===== config.mk =====
export PLATFORM = sky130hd
export DESIGN_NAME = ecc_err_log
export DESIGN_NICKNAME = d
export VERILOG_FILES = /design/src/rtl/ecc_log_pkg.sv /design/src/rtl/ecc_log_lock.sv /design/src/rtl/ecc_log_sat_cnt.sv /design/src/rtl/ecc_log_addr_cap.sv /design/src/rtl/ecc_err_log.sv
export SDC_FILE = /design/constraint.sdc
export NUM_CORES = 1
export LEC_CHECK = 0
export ABC_AREA = 1
export BUFFER_PORTS_ARGS = -buffer_cell sky130_fd_sc_hd__buf_2
export CORE_MARGIN = 2
export CORE_UTILIZATION = 40
export DETAILED_ROUTE_END_ITERATION = 12
export PLACE_DENSITY = 0.63
export SKIP_CTS_REPAIR_TIMING = 1
export SLEW_MARGIN = 20
export SYNTH_ARGS = -nofsm -noshare
export SYNTH_HDL_FRONTEND = slang
export SYNTH_SLANG_ARGS = --single-unit

===== constraint.sdc =====
create_clock -name clk_i -period 2.35 [get_ports clk_i]
set_clock_uncertainty 0.15 [all_clocks]
set_input_delay 0.235 -clock clk_i [delete_from_list [all_inputs] [get_ports clk_i]]
set_output_delay 0.235 -clock clk_i [all_outputs]
set_load 0.005 [all_outputs]

===== src/rtl/ecc_log_pkg.sv =====
package ecc_log_pkg;
  localparam int unsigned REG_AW = 8;
  localparam int unsigned DW     = 32;
  localparam int unsigned CCNT_W = 8;
  localparam int unsigned UCNT_W = 4;

  localparam logic [REG_AW-1:0] OFS_KEY   = 8'h00;
  localparam logic [REG_AW-1:0] OFS_CFG   = 8'h04;
  localparam logic [REG_AW-1:0] OFS_CTRL  = 8'h50;
  localparam logic [REG_AW-1:0] OFS_UADDR = 8'h58;
  localparam logic [REG_AW-1:0] OFS_CADDR = 8'h5C;

  localparam logic [DW-1:0] UNLOCK_KEY = 32'hFC60_0309;

  localparam int unsigned CLR_BIT   = 31;
  localparam int unsigned CCNT_LSB  = 16;
  localparam int unsigned UCNT_LSB  = 12;
  localparam int unsigned ECC_BIT   = 7;
  localparam int unsigned DDR4_BIT  = 4;

  typedef enum logic [2:0] {
    SEL_NONE, SEL_KEY, SEL_CFG, SEL_CTRL, SEL_UADDR, SEL_CADDR
  } reg_sel_e;

  function automatic reg_sel_e decode_sel(logic [REG_AW-1:0] a);
    logic [REG_AW-1:0] w;
    w = {a[REG_AW-1:2], 2'b00};
    case (w)
      OFS_KEY:   return SEL_KEY;
      OFS_CFG:   return SEL_CFG;
      OFS_CTRL:  return SEL_CTRL;
      OFS_UADDR: return SEL_UADDR;
      OFS_CADDR: return SEL_CADDR;
      default:   return SEL_NONE;
    endcase
  endfunction
endpackage


===== src/rtl/ecc_log_lock.sv =====
module ecc_log_lock
  import ecc_log_pkg::*;
(
  input  logic          clk_i,
  input  logic          rst_ni,
  input  logic          key_wr_i,
  input  logic [DW-1:0] key_data_i,
  output logic          unlocked_o
);
  logic unlocked_q;

  always_ff @(posedge clk_i or negedge rst_ni) begin
    if (!rst_ni)       unlocked_q <= 1'b0;
    else if (key_wr_i) unlocked_q <= (key_data_i == UNLOCK_KEY);
  end

  assign unlocked_o = unlocked_q;


  key_open_chk: assert property (@(posedge clk_i) disable iff (!rst_ni)
    key_wr_i && key_data_i == UNLOCK_KEY |=> unlocked_o);

  key_shut_chk: assert property (@(posedge clk_i) disable iff (!rst_ni)
    key_wr_i && key_data_i != UNLOCK_KEY |=> !unlocked_o);

  key_hold_chk: assert property (@(posedge clk_i) disable iff (!rst_ni)
    !key_wr_i |=> $stable(unlocked_o));
endmodule


===== src/rtl/ecc_log_sat_cnt.sv =====
module ecc_log_sat_cnt #(
  parameter int unsigned W = 8
) (
  input  logic         clk_i,
  input  logic         rst_ni,
  input  logic         clr_i,
  input  logic         inc_i,
  output logic [W-1:0] cnt_o
);
  localparam logic [W-1:0] MAX = {W{1'b1}};

  logic [W-1:0] cnt_q;

  always_ff @(posedge clk_i or negedge rst_ni) begin
    if (!rst_ni)                   cnt_q <= '0;
    else if (clr_i)                cnt_q <= '0;
    else if (inc_i && cnt_q != MAX) cnt_q <= cnt_q + 1'b1;
  end

  assign cnt_o = cnt_q;


  no_wrap_chk: assert property (@(posedge clk_i) disable iff (!rst_ni)
    !clr_i && cnt_o == MAX |=> cnt_o == MAX);

  step_chk: assert property (@(posedge clk_i) disable iff (!rst_ni)
    inc_i && !clr_i && cnt_o != MAX |=> cnt_o == $past(cnt_o) + 1'b1);

  clr_zero_chk: assert property (@(posedge clk_i) disable iff (!rst_ni)
    clr_i |=> cnt_o == '0);
endmodule


===== src/rtl/ecc_log_addr_cap.sv =====
module ecc_log_addr_cap #(
  parameter int unsigned AW         = 32,
  parameter bit          KEEP_FIRST = 1'b0
) (
  input  logic          clk_i,
  input  logic          rst_ni,
  input  logic          clr_i,
  input  logic          hit_i,
  input  logic [AW-1:0] addr_i,
  output logic [AW-1:0] addr_o
);
  logic [AW-1:0] addr_q;

  generate
    if (KEEP_FIRST) begin : g_first
      logic held_q;
      always_ff @(posedge clk_i or negedge rst_ni) begin
        if (!rst_ni) begin
          addr_q <= '0;
          held_q <= 1'b0;
        end else if (clr_i) begin
          addr_q <= '0;
          held_q <= 1'b0;
        end else if (hit_i && !held_q) begin
          addr_q <= addr_i;
          held_q <= 1'b1;
        end
      end

      first_hold_chk: assert property (@(posedge clk_i) disable iff (!rst_ni)
        held_q && !clr_i |=> $stable(addr_o));
    end else begin : g_last
      always_ff @(posedge clk_i or negedge rst_ni) begin
        if (!rst_ni)    addr_q <= '0;
        else if (clr_i) addr_q <= '0;
        else if (hit_i) addr_q <= addr_i;
      end

      last_take_chk: assert property (@(posedge clk_i) disable iff (!rst_ni)
        hit_i && !clr_i |=> addr_o == $past(addr_i));
    end
  endgenerate

  assign addr_o = addr_q;
endmodule


===== src/rtl/ecc_err_log.sv =====
module ecc_err_log
  import ecc_log_pkg::*;
#(
  parameter int unsigned   ERR_AW  = 32,
  parameter logic [DW-1:0] CFG_RST = 32'h0000_0080
) (
  input  logic              clk_i,
  input  logic              rst_ni,
  input  logic [REG_AW-1:0] reg_addr_i,
  input  logic              reg_we_i,
  input  logic [DW-1:0]     reg_wdata_i,
  output logic [DW-1:0]     reg_rdata_o,
  input  logic              corr_err_i,
  input  logic              uncorr_err_i,
  input  logic [ERR_AW-1:0] err_addr_i,
  output logic              ecc_en_o,
  output logic              ddr4_o,
  output logic              irq_o
);
  reg_sel_e sel;
  logic unlocked, wr_ok, cfg_wr, ctrl_wr;
  logic ecc_q, ddr4_q, clr_q, clr_eff;
  logic [1:0] irq_en_q;
  logic c_hit, u_hit;
  logic [CCNT_W-1:0] ccnt;
  logic [UCNT_W-1:0] ucnt;
  logic [ERR_AW-1:0] uaddr, caddr;

  assign sel     = decode_sel(reg_addr_i);
  assign wr_ok   = reg_we_i && unlocked;
  assign cfg_wr  = wr_ok && sel == SEL_CFG;
  assign ctrl_wr = wr_ok && sel == SEL_CTRL;

  ecc_log_lock u_lock (
    .clk_i      (clk_i),
    .rst_ni     (rst_ni),
    .key_wr_i   (reg_we_i && sel == SEL_KEY),
    .key_data_i (reg_wdata_i),
    .unlocked_o (unlocked)
  );

  always_ff @(posedge clk_i or negedge rst_ni) begin
    if (!rst_ni) begin
      ecc_q  <= CFG_RST[ECC_BIT];
      ddr4_q <= CFG_RST[DDR4_BIT];
    end else if (cfg_wr) begin
      ecc_q  <= reg_wdata_i[ECC_BIT];
      ddr4_q <= reg_wdata_i[DDR4_BIT];
    end
  end

  always_ff @(posedge clk_i or negedge rst_ni) begin
    if (!rst_ni) begin
      clr_q    <= 1'b0;
      irq_en_q <= 2'b00;
    end else if (ctrl_wr) begin
      clr_q    <= reg_wdata_i[CLR_BIT];
      irq_en_q <= reg_wdata_i[1:0];
    end
  end

  // clear as seen after this cycle's write: release admits, set drops
  assign clr_eff = ctrl_wr ? reg_wdata_i[CLR_BIT] : clr_q;
  assign c_hit   = corr_err_i   && ecc_q && !clr_eff;
  assign u_hit   = uncorr_err_i && ecc_q && !clr_eff;

  ecc_log_sat_cnt #(.W(CCNT_W)) u_ccnt (
    .clk_i (clk_i), .rst_ni (rst_ni), .clr_i (clr_eff), .inc_i (c_hit), .cnt_o (ccnt)
  );
  ecc_log_sat_cnt #(.W(UCNT_W)) u_ucnt (
    .clk_i (clk_i), .rst_ni (rst_ni), .clr_i (clr_eff), .inc_i (u_hit), .cnt_o (ucnt)
  );

  ecc_log_addr_cap #(.AW(ERR_AW), .KEEP_FIRST(1'b1)) u_uaddr (
    .clk_i (clk_i), .rst_ni (rst_ni), .clr_i (clr_eff), .hit_i (u_hit),
    .addr_i (err_addr_i), .addr_o (uaddr)
  );
  ecc_log_addr_cap #(.AW(ERR_AW), .KEEP_FIRST(1'b0)) u_caddr (
    .clk_i (clk_i), .rst_ni (rst_ni), .clr_i (clr_eff), .hit_i (c_hit),
    .addr_i (err_addr_i), .addr_o (caddr)
  );

  assign irq_o    = (irq_en_q[0] && ccnt != '0) || (irq_en_q[1] && ucnt != '0);
  assign ecc_en_o = ecc_q;
  assign ddr4_o   = ddr4_q;

  always_comb begin
    reg_rdata_o = '0;
    case (sel)
      SEL_KEY:  reg_rdata_o[0] = unlocked;
      SEL_CFG: begin
        reg_rdata_o[ECC_BIT]  = ecc_q;
        reg_rdata_o[DDR4_BIT] = ddr4_q;
      end
      SEL_CTRL: begin
        reg_rdata_o[CLR_BIT]                   = clr_q;
        reg_rdata_o[CCNT_LSB +: CCNT_W]        = ccnt;
        reg_rdata_o[UCNT_LSB +: UCNT_W]        = ucnt;
        reg_rdata_o[1:0]                       = irq_en_q;
      end
      SEL_UADDR: reg_rdata_o = DW'(uaddr);
      SEL_CADDR: reg_rdata_o = DW'(caddr);
      default:   reg_rdata_o = '0;
    endcase
  end

  logic unused_bits;
  assign unused_bits = ^{CFG_RST};


  locked_cfg_chk: assert property (@(posedge clk_i) disable iff (!rst_ni)
    reg_we_i && !unlocked && sel == SEL_CFG |=> $stable({ecc_en_o, ddr4_o}));

  locked_ctrl_chk: assert property (@(posedge clk_i) disable iff (!rst_ni)
    reg_we_i && !unlocked && sel == SEL_CTRL |=> $stable({clr_q, irq_en_q}));

  ecc_off_chk: assert property (@(posedge clk_i) disable iff (!rst_ni)
    !ecc_en_o && !clr_eff |=> $stable(ccnt) && $stable(ucnt));

  irq_hold_chk: assert property (@(posedge clk_i) disable iff (!rst_ni)
    irq_o && !clr_q && !ctrl_wr |=> irq_o);
endmodule


==> metrics.md <==
| Metric | Value |
|---|---|
| Outcome | finished, violations left |
| Failing checks | hold timing |
| Synthesized flop and latch total | just over 80 |
| Slack of the worst reg-to-reg path | 0.52 ns |
| Final GP Congestion | 0.838 |
| Critical path startpoint | reg_addr_i[5] |
| Final hold viol count | 21 |
| Clock transition at the registers of the reported paths | roughly 0.08 ns |
| Crit path required time | roughly 2.0 ns |
| Tightest Hold Check Type | input pin to flip-flop |
| Worst R2R Path Depth | 8 |
| Initial standard-cell utilization of the core | between 40 and 50% |
| Std cell rows | 38 |
| Simple-Gate Fraction of Synth Area | 24.5% |
| Number of antenna repair diodes | 0 |
| Cell count after synthesis | approximately 550 |
| Post-place setup slack | ~0.35 ns |
| Average wire per cell in the routed design | 15.7 um |
| Netlist area before placement | approximately 4500 um^2 |
| Wire length of the first global-routing pass | about 20 mm |
| Maximum fanout count along the critical path | 5 |
| Max Slew Vio Count | 0 |
| Initial drt markers | 290 |
| Clock buffer count from CTS | 9 |
| Share of synthesized cell area in full adder, half adder and majority cells | 1.12% |
| Commonest non-fill, non-tap cells in the layout | sky130_fd_sc_hd__buf_2, sky130_fd_sc_hd__nand2_1, sky130_fd_sc_hd__dfrtp_1, sky130_fd_sc_hd__inv_1, sky130_fd_sc_hd__nand3_1 |
| Area of the core region | between 10000 and 15000 um^2 |
| Min Clock Period, post-route | 2.00 ns |
| Avg Synthesized Cell Area | between 8 and 9 um^2 |
| CP endpoint kind | primary output |
| Share of final-layout standard cells stronger than drive strength 1 | between 20 and 25% |
| Max Root-Sink Buffers | 2 |
| Synthesis Warnings | 0 |
| Synth Area in XOR/XNOR | 0.589% |
| Die H | ~110 um |
| Syn_nets | between 600 and 700 |
| Number of antenna violations at the first check in global routing | 0 |
| Clock latency on the worst-skew pair | ~0.37 ns |
| DPL Wire Length | between 8 and 9 mm |
| TritonCTS clock tree | yes |
| Source of the worst register-to-register timing path | u_lock.unlocked_o$_DFFE_PN0P_ |
| Final worst setup slack | ~0.35 ns |
| Detailed-route via count | approximately 4300 |
| Main combinational cell family by area after synthesis | simple AND/OR/NAND/NOR gates |
| Drc violations | 0 |
| Die Footprint | 12000 um^2 |
| Setup-violating endpoint count in the final report | 0 |
| Number of clock sinks | just over 80 |
| Slew at the pin closest to its max-slew limit | ~0.63 ns |
| FF-to-FF End | u_uaddr.addr_o[13]$_DFFE_PN0P_ |
| Tightest slew margin relative to the limit | ~58% |
| Drt first pass iters | 7 |
| Leakage | between 2 and 3 nW |
| Kind of start point of the critical path | input pin |
| Synth cell types | 28 |
| Final ANT Viol Nets | 0 |
| Detailed Route WL | ~13 mm |
| Portion of the clock cycle consumed by the worst path in the final layout | 85.0% |
| Crit path arrival time | between 1.5 and 2 ns |
| Total grt overflow | 0 |
| Worst setup path endpoint | reg_rdata_o[4] |
| Port Buffer Count | between 100 and 150 |
| Number of ports placed on the die boundary | approximately 110 |
| IR Drop Worst-Case VDD | 0.257 mV |
| Unrepaired setup endpoints after global routing | false |
| Drt via density | around 5.4 |
| Total track usage | 21.7% |
| Growth of design area from synthesis to finish | 25.2% |
| Net count of the finished layout | approximately 750 |
| Fraction of synthesized area in multiplexers | 0% |
| Hold WS | -0.0263 ns |
| Number of maximum-capacitance violations | 0 |
| Category of the most critical setup path | input pin to primary output |
| Number of global-route vias before repair | 4059 |
| Upper clock frequency limit | roughly 500 MHz |
| Most common library cell in the layout ignoring fill and taps | sky130_fd_sc_hd__buf_2 |
| Fraction of the yosys area taken by sequential cells | a little under half |
| Share of the synthesized area in compound gates (AO/OA/AOI/OAI) | between 10% and 20% |
| Root Driver | sky130_fd_sc_hd__clkbuf_8 |
| Count of H-tree levels built during CTS | 3 |
| Largest net degree at the start of global routing | 58 |
| Sum of negative setup slack | 0 ns |
| Horiz. Die Dim | 110 um |
| Cell Pwr Density | 494 nW/um^2 |
==> flip-flops by register name, summed over array words and instances, names as in the netlist <==
name	flops
u_lock.unlocked_o	1
irq_en_q	2
ecc_en_o	1
u_uaddr.g_first.held_q	1
clr_q	1
u_uaddr.addr_o	32
u_ucnt.cnt_o	4
ddr4_o	1
u_ccnt.cnt_o	8
u_caddr.addr_o	32
==> synthesized netlist by cell type (all sizes together) <==
master | number | area share (%)
nor3b | 2 | 0.34
nand3b | 1 | 0.17
clkbuf | 19 | 1.6
o21ai | 56 | 6.3
ha | 4 | 1.1
xor2 | 3 | 0.59
buf | 20 | 3.1
nand3 | 50 | 5.6
dfrtp | 82 | 46
o221ai | 13 | 2.6
nor3 | 2 | 0.22
nand2 | 105 | 8.9
clkinv | 2 | 0.17
o211ai | 40 | 7.2
nor2 | 30 | 2.9
nand4 | 45 | 6.4
a21oi | 4 | 0.45
inv | 70 | 5.9
dfstp | 1 | 0.59
==> critical path, stage by stage <==
cell and delay, ns:
sky130_fd_sc_hd__buf_2 0.10, sky130_fd_sc_hd__nor2_1 0.20, sky130_fd_sc_hd__nand3_1 0.10, sky130_fd_sc_hd__nor3b_1 0.49, sky130_fd_sc_hd__nand2_1 0.21, sky130_fd_sc_hd__o211ai_1 0.13
sky130_fd_sc_hd__buf_2 0.14
==> final cells by class <==
cell class	instances	area (um^2)
clock buffer	11	151
clock inverter	5	75.1
fill	1034	5250
inverter	72	270
multi-input combinational	355	1910
sequential	83	2080
tap	140	175
timing repair buffer	145	923
==> metal layers <==
| layer | global-route usage, % | routed length, um | share of wire [%] |
|---|---|---|---|
| met1 | 29.3 | 5600 | 44 |
| met2 | 35.1 | 6060 | 47 |
| met3 | 3.68 | 894 | 7.0 |
| met4 | 8.05 | 198 | 1.6 |
| met5 | 0 | 0 | 0 |
==> how the worst min path moves through the flow <==
stage | slack, ns | endpoint | startpoint | depth (start not counted)
finish | -0.03 | u_caddr.addr_o[5]$_DFFE_PN0P_ | err_addr_i[5] | 3
CTS | -0.24 | u_caddr.addr_o[28]$_DFFE_PN0P_ | rst_ni | 1
global placement | 0.14 | u_caddr.addr_o[6]$_DFFE_PN0P_ | rst_ni | 1
detailed placement | 0.15 | u_caddr.addr_o[6]$_DFFE_PN0P_ | rst_ni | 1
floorplan | -0.21 | clr_q$_DFF_PN0_ | rst_ni | 0
global route | 0.0002 | u_uaddr.addr_o[17]$_DFFE_PN0P_ | err_addr_i[17] | 3
==> power by group <==
part           leakage (nW)  total, W        switching (W)  internal, W
registers              1.15   0.00143  0.00000000000000560      0.00143
logic                  1.46  0.000164            0.0000837    0.0000799
clock network         0.119   0.00117             0.000520     0.000651
==> logic make-up (layout without fill, tap and decap cells) <==
logic type	Yosys count	in the layout
AND/OR/NAND/NOR	235	235
AO/OA/AOI/OAI	113	113
buffers and inverters	111	233
flip-flops	83	83
adder cells (fa/ha/maj)	4	4
XOR/XNOR	3	3
==> metrics by stage <==
| stage | total power, W | area [um^2] | hold slack (ns) | utilization [%] | std cells |
|---|---|---|---|---|---|
| 2_1_floorplan | 0.00148 | 4460 | -0.211 | - | 549 |
| 4_1_cts | 0.00276 | 5370 | -0.243 | 49.5 | 789 |
| 5_1_grt | 0.00285 | 5590 | 0.000241 | 51.5 | 811 |
| 6_report | 0.00276 | 5590 | -0.0263 | 51.5 | 811 |
| 3_3_place_gp | 0.00159 | 5140 | 0.138 | 47.4 | 773 |
| 3_5_place_dp | 0.00159 | 5140 | 0.151 | 47.4 | 773 |
Note: power is estimated with default switching activity, not from simulation.
